[src/rtl/uart_tx_pkg.sv]
package uart_tx_pkg;
    typedef enum logic [1:0] {
        TX_IDLE  = 2'd0,
        TX_START = 2'd1,
        TX_DATA  = 2'd2,
        TX_STOP  = 2'd3
    } tx_state_e;
endpackage

[src/rtl/tx_store.sv]
module tx_store #(
    parameter int DATA_W = 8,
    parameter int DEPTH  = 64,
    localparam int AW    = $clog2(DEPTH),
    localparam int CW    = AW + 1
) (
    input  logic              clk,
    input  logic              rst_n,
    input  logic              flush,
    input  logic              deep_mode,
    input  logic              push,
    input  logic [DATA_W-1:0] push_data,
    input  logic              pop,
    output logic [DATA_W-1:0] pop_data,
    output logic [CW-1:0]     level
);
    logic [DATA_W-1:0] mem [DEPTH];
    logic [AW-1:0]     wr_ptr, rd_ptr;
    logic [CW-1:0]     cap;
    logic              accept, take;

    function automatic logic [AW-1:0] step(input logic [AW-1:0] p);
        return (p == AW'(DEPTH - 1)) ? '0 : p + AW'(1);
    endfunction

    assign cap    = deep_mode ? CW'(DEPTH) : CW'(1);
    assign accept = push && (level < cap);
    assign take   = pop && (level != '0);

    always_ff @(posedge clk) begin
        if (!rst_n || flush) begin
            wr_ptr <= '0;
            rd_ptr <= '0;
            level  <= '0;
        end else begin
            if (accept) wr_ptr <= step(wr_ptr);
            if (take)   rd_ptr <= step(rd_ptr);
            unique case ({accept, take})
                2'b10:   level <= level + CW'(1);
                2'b01:   level <= level - CW'(1);
                default: level <= level;
            endcase
        end
    end

    always_ff @(posedge clk) begin
        if (accept && !flush) mem[wr_ptr] <= push_data;
    end

    assign pop_data = mem[rd_ptr];

    assert_no_overflow_R6: assert property (@(posedge clk) disable iff (!rst_n)
        level <= CW'(DEPTH));

    assert_holding_single_R4: assert property (@(posedge clk) disable iff (!rst_n)
        !deep_mode |-> level <= CW'(1));
endmodule

[src/rtl/tx_serializer.sv]
module tx_serializer
    import uart_tx_pkg::*;
#(
    parameter int DATA_W = 8,
    parameter int TICKS  = 16,
    localparam int TW    = $clog2(TICKS),
    localparam int BW    = $clog2(DATA_W)
) (
    input  logic              clk,
    input  logic              rst_n,
    input  logic              baud_tick,
    input  logic              in_valid,
    input  logic [DATA_W-1:0] in_data,
    output logic              take,
    output logic              txd,
    output logic              idle
);
    tx_state_e         state_q, state_d;
    logic [TW-1:0]     tick_q;
    logic [BW-1:0]     bit_q;
    logic [DATA_W-1:0] shreg;
    logic              bit_end;

    assign bit_end = baud_tick && (tick_q == TW'(TICKS - 1));

    always_comb begin
        state_d = state_q;
        unique case (state_q)
            TX_IDLE:  if (in_valid) state_d = TX_START;
            TX_START: if (bit_end)  state_d = TX_DATA;
            TX_DATA:  if (bit_end && bit_q == BW'(DATA_W - 1)) state_d = TX_STOP;
            TX_STOP:  if (bit_end)  state_d = TX_IDLE;
        endcase
    end

    always_ff @(posedge clk) begin
        if (!rst_n) state_q <= TX_IDLE;
        else        state_q <= state_d;
    end

    always_ff @(posedge clk) begin
        if (!rst_n) begin
            tick_q <= '0;
            bit_q  <= '0;
            shreg  <= '0;
        end else begin
            if (state_q == TX_IDLE)  tick_q <= '0;
            else if (baud_tick)      tick_q <= bit_end ? '0 : tick_q + TW'(1);
            if (state_q == TX_START) bit_q <= '0;
            else if (state_q == TX_DATA && bit_end) bit_q <= bit_q + BW'(1);
            if (take) shreg <= in_data;
            else if (state_q == TX_DATA && bit_end) shreg <= shreg >> 1;
        end
    end

    always_comb begin
        txd  = 1'b1;
        idle = 1'b0;
        take = 1'b0;
        unique case (state_q)
            TX_IDLE: begin
                idle = 1'b1;
                take = in_valid;
            end
            TX_START: txd = 1'b0;
            TX_DATA:  txd = shreg[0];
            TX_STOP:  txd = 1'b1;
        endcase
    end

    assert_start_low_R2: assert property (@(posedge clk) disable iff (!rst_n)
        take |=> !txd);
endmodule

[src/rtl/tx_req_gen.sv]
module tx_req_gen #(
    parameter int DEPTH = 64,
    localparam int CW   = $clog2(DEPTH) + 1,
    localparam int HALF = DEPTH / 2
) (
    input  logic          deep_mode,
    input  logic          lvl_empty,
    input  logic [CW-1:0] level,
    input  logic          irq_en,
    input  logic          dma_en,
    output logic          req,
    output logic          irq,
    output logic          dma
);
    logic is_empty, at_half;

    assign is_empty = (level == '0);
    assign at_half  = (level <= CW'(HALF));

    always_comb begin
        unique case ({deep_mode, lvl_empty})
            2'b10:   req = at_half;
            2'b11:   req = is_empty;
            default: req = is_empty;
        endcase
        irq = req && irq_en;
        dma = req && dma_en && deep_mode;
    end
endmodule

[src/rtl/uart_tx_req.sv]
module uart_tx_req #(
    parameter int DATA_W        = 8,
    parameter int DEPTH         = 64,
    parameter int TICKS_PER_BIT = 16,
    localparam int CW           = $clog2(DEPTH) + 1
) (
    input  logic              clk,
    input  logic              rst_n,
    input  logic              wr_en,
    input  logic [DATA_W-1:0] wr_data,
    input  logic              fifo_en,
    input  logic              fifo_clr,
    input  logic              lvl_empty,
    input  logic              req_irq_en,
    input  logic              dma_en,
    input  logic              baud_tick,
    output logic              txd,
    output logic              tx_req,
    output logic              tx_empty,
    output logic              irq,
    output logic              dma_req,
    output logic              fifo_on
);
    logic              mode_q, flush, sh_valid, sh_take, sh_idle;
    logic [CW-1:0]     level;
    logic [DATA_W-1:0] head;

    always_ff @(posedge clk) begin
        if (!rst_n) mode_q <= 1'b0;
        else        mode_q <= fifo_en;
    end

    assign flush    = fifo_clr || (fifo_en != mode_q);
    assign sh_valid = (level != '0) && !flush;
    assign fifo_on  = mode_q;
    assign tx_empty = sh_idle && (level == '0);

    tx_store #(.DATA_W(DATA_W), .DEPTH(DEPTH)) u_store (
        .clk       (clk),
        .rst_n     (rst_n),
        .flush     (flush),
        .deep_mode (mode_q),
        .push      (wr_en),
        .push_data (wr_data),
        .pop       (sh_take),
        .pop_data  (head),
        .level     (level)
    );

    tx_serializer #(.DATA_W(DATA_W), .TICKS(TICKS_PER_BIT)) u_ser (
        .clk       (clk),
        .rst_n     (rst_n),
        .baud_tick (baud_tick),
        .in_valid  (sh_valid),
        .in_data   (head),
        .take      (sh_take),
        .txd       (txd),
        .idle      (sh_idle)
    );

    tx_req_gen #(.DEPTH(DEPTH)) u_req (
        .deep_mode (mode_q),
        .lvl_empty (lvl_empty),
        .level     (level),
        .irq_en    (req_irq_en),
        .dma_en    (dma_en),
        .req       (tx_req),
        .irq       (irq),
        .dma       (dma_req)
    );

    assert_clear_sets_req_R8: assert property (@(posedge clk) disable iff (!rst_n)
        fifo_clr |=> tx_req);

    assert_idle_line_high_R7: assert property (@(posedge clk) disable iff (!rst_n)
        tx_empty |-> txd);
endmodule

[config.mk]
export PLATFORM = sky130hd
export DESIGN_NAME = uart_tx_req
export DESIGN_NICKNAME = d
export VERILOG_FILES = /design/src/rtl/uart_tx_pkg.sv /design/src/rtl/tx_store.sv /design/src/rtl/tx_serializer.sv /design/src/rtl/tx_req_gen.sv /design/src/rtl/uart_tx_req.sv
export SDC_FILE = /design/constraint.sdc
export NUM_CORES = 1
export LEC_CHECK = 0
export ABC_AREA = 1
export ABC_CLOCK_PERIOD_IN_PS = 7700
export CAP_MARGIN = 30
export CORE_UTILIZATION = 50
export CTS_CLUSTER_DIAMETER = 150
export CTS_CLUSTER_SIZE = 14
export DETAILED_ROUTE_END_ITERATION = 10
export DONT_BUFFER_PORTS = 1
export PLACE_DENSITY = 0.71
export SYNTH_ARGS = -nofsm -noshare
export SYNTH_HDL_FRONTEND = slang
export SYNTH_SLANG_ARGS = --single-unit
[constraint.sdc]
create_clock -name clk -period 7.7 [get_ports clk]
set_input_delay 2.31 -clock clk [delete_from_list [all_inputs] [get_ports clk]]
set_output_delay 2.31 -clock clk [all_outputs]
set_load 0.005 [all_outputs]
==> flow_metrics.tcl <==
set metrics [dict create \
    status "finished clean" \
    setup_viol 0 \
    synth_cells 2090 \
    synth_top_area_share_pct 66.3 \
    grt_start_max_net_pins 97 \
    worstPathArrival_ns 2.76 \
    p_leak_nw 8.68 \
    die_h_um 217 \
    yosysTopAreaCell "edfxtp_1" \
    end_kind "output pin" \
    tightestPinTransition_ns 1.08 \
    path_clk_slew_ns 0.06 \
    final_common_cell "nand2_1" \
    synth.net_count 2124 \
    path_cells "o21ai_0 > o21ai_0 > nor2_1" \
    crit_fanout 3 \
    regArea_sq_mm 0.0162 \
    crit_slowest_cell "o21ai_0" \
    cts.sinks 555 \
    p_total_mw 5.47 \
    fin_skew_ns 0.0136 \
    p_int_mw 4.39 \
    antenna_found_initial 0 \
    async_flop_share_pct 0 \
    grt_pass1_vias 14859 \
    rsz0062_at_grt "no" \
    vias 15175 \
    crit_top_cell "o21ai_0" \
    fin_crit_sh_pct 65.9 \
    yosysWarnings 0 \
    synth_area_sq_mm 0.0232 \
    initial_core_util_pct 50.9 \
    ir_worst_vdd_uv 179 \
    seq_power_share_pct 60.5 \
    ys.flop_type "edfxtp_1" \
    drive_gt1_share_pct 4.61 \
    grt_pass1_wl_um 85000 \
    dieArea_sq_mm 0.0472 \
    ant_nets 0 \
    viasPerCell 5.75 \
    hold_viol 0 \
    fmax_mhz 197 \
    synthTopCellsByArea "edfxtp_1, nand2_1, nand3_1" \
    synth-edff-count 512 \
    cts_buffers 45 \
    routed_wl_um 55400 \
    pwr_density_cell_mw_per_mm2 221 \
    root_buffer "clkbuf_16" \
    cts_tree "yes" \
    grt_usage_pct 23.8 \
    dp_hpwl_um 31600 \
    slew_viol_final 0 \
    grt.overflow.total 0 \
    fp.dieW_um 217 \
    fillers 3745 \
    yosysSeqAreaShare_pct 70.0 \
    clockBufferDepth 3 \
    cp.required_ns 5.39 \
    avgSynthCellArea_sq_um 11.1 \
    slew_headroom_pct 28.2 \
    ys_types 37 \
    multi_input_comb_area_sq_mm 0.00619 \
    max_stage_delay_ns 0.16 \
    cap_violations 0 \
    routedWlPerCell_um 21.0 \
    core_sq_mm 0.0456 \
    finalNetCount 2065 \
    drc 0 \
    drtPass1Iterations 5 \
    post_cts_buffers 0 \
    criticalPathCategory "in -> out" \
    finalSetupTns_ns 0 \
    clk_latency_ns 0.56 \
    syn2layout_area_growth_pct 6.52 \
    switching_share_pct 19.7 \
    p_sw_mw 1.08 \
    dr.first_iter.drc_count 1673 \
    final_cell_mix "nand2_1, edfxtp_1, nand3_1, nor2_1, inv_1" \
    htreeDepth 2 \
    fin_crit_ns 5.07 \
    io_buffers 0 \
    start_kind "input port" \
    ys_ff_latch 555 \
    gp_congestion 0.867 \
    cts-resized-gates 0 \
    comb_power_share_pct 2.5 \
    ctsHoldBuffers 0 \
    antenna_cells 0 \
    hold_class "reg -> reg" \
    row_count 78 \
    io_pins 23 \
    p_clk_share_pct 37.0 \
]
[synthesized netlist by cell type, types with 6 or more instances]
library cell,n
nor2_2,10
nand3_1,452
xor2_1,9
dfxtp_1,43
nor3_1,12
ha_1,16
nand2_1,694
buf_2,63
inv_1,54
nor2_1,80
inv_2,6
o21ai_0,16
clkbuf_1,30
edfxtp_1,512
a21oi_1,32
buf_1,20
[power by group through the flow]
stage | registers, mW | clock network (mW) | logic (mW)
2_1_floorplan | 3.37 | 0 | 0.108
3_3_place_gp | 3.37 | 0 | 0.133
3_5_place_dp | 3.37 | 0 | 0.136
4_1_cts | 3.31 | 2.04 | 0.137
5_1_grt | 3.31 | 2.15 | 0.155
6_report | 3.31 | 2.02 | 0.137
[critical path, delay by kind of cell]
family / cells / cell delay, ns
AND/OR/NAND/NOR: 1 / 0.16
AO/OA/AOI/OAI: 2 / 0.28
[layer usage]
| layer | global-route usage, % | up-vias | wire (um) |
|---|---|---|---|
| li1 | - | 7099 | - |
| met1 | 31.7 | 7314 | 22300 |
| met2 | 39.7 | 643 | 26900 |
| met3 | 3.84 | 119 | 4270 |
| met4 | 8.52 | 0 | 1830 |
| met5 | 0 | - | 0 |
[logic make-up (layout without fill, tap and decap cells)]
kind of cell,count (synthesis),count (layout),synth area share [%]
mux,5,5,0.216
fa+ha+maj,17,17,0.950
buf+inv,179,128,3.30
flops,555,555,70.0
simple gates,1271,1271,23.9
compound gates,54,54,1.27
xor+xnor,9,9,0.340
[flip-flops by register name (all words and copies together) (netlist names), named ones only]
register	flops
fifo_on	1
u_store.level	7
u_store.rd_ptr	6
u_ser.shreg	8
u_store.mem	512
u_ser.bit_q	3
u_store.wr_ptr	6
u_ser.state_q	2
u_ser.tick_q	4
[final timing paths]
check	from	endpoint	slack (ns)	cells past startpoint
max reg2reg	register	u_ser.shreg[4]$_SDFFE_PN0P_	4.02	13
min	u_ser.bit_q[2]$_SDFFE_PP0P_	u_ser.bit_q[2]$_SDFFE_PP0P_	0.48	2
max	lvl_empty	irq	2.63	3
min reg2reg	u_ser.bit_q[2]$_SDFFE_PP0P_	u_ser.bit_q[2]$_SDFFE_PP0P_	0.48	2
[through the flow]
step	setup WS, ns	util, %	std cells	cell area, sq um	hold WS [ns]
after floorplan	2.72	-	2090	23200	0.440
after global placement	2.58	51.5	2581	23500	0.452
after detailed placement	2.48	51.6	2584	23500	0.466
after CTS	2.63	54.2	2639	24700	0.478
after global routing	2.56	54.2	2639	24700	0.493
final	2.63	54.2	2639	24700	0.482
[layout make-up]
| cell class | instances | share of cell area (%) |
|---|---|---|
| Sequential cell | 555 | 65.8 |
| Multi-Input combinational cell | 1356 | 25.1 |
| Clock buffer | 54 | 4.70 |
| Tap cell | 600 | 3.04 |
| Inverter | 63 | 0.988 |
| Timing Repair Buffer | 10 | 0.436 |
| Clock inverter | 1 | 0.0304 |
Power figures use the tool's default switching activity.
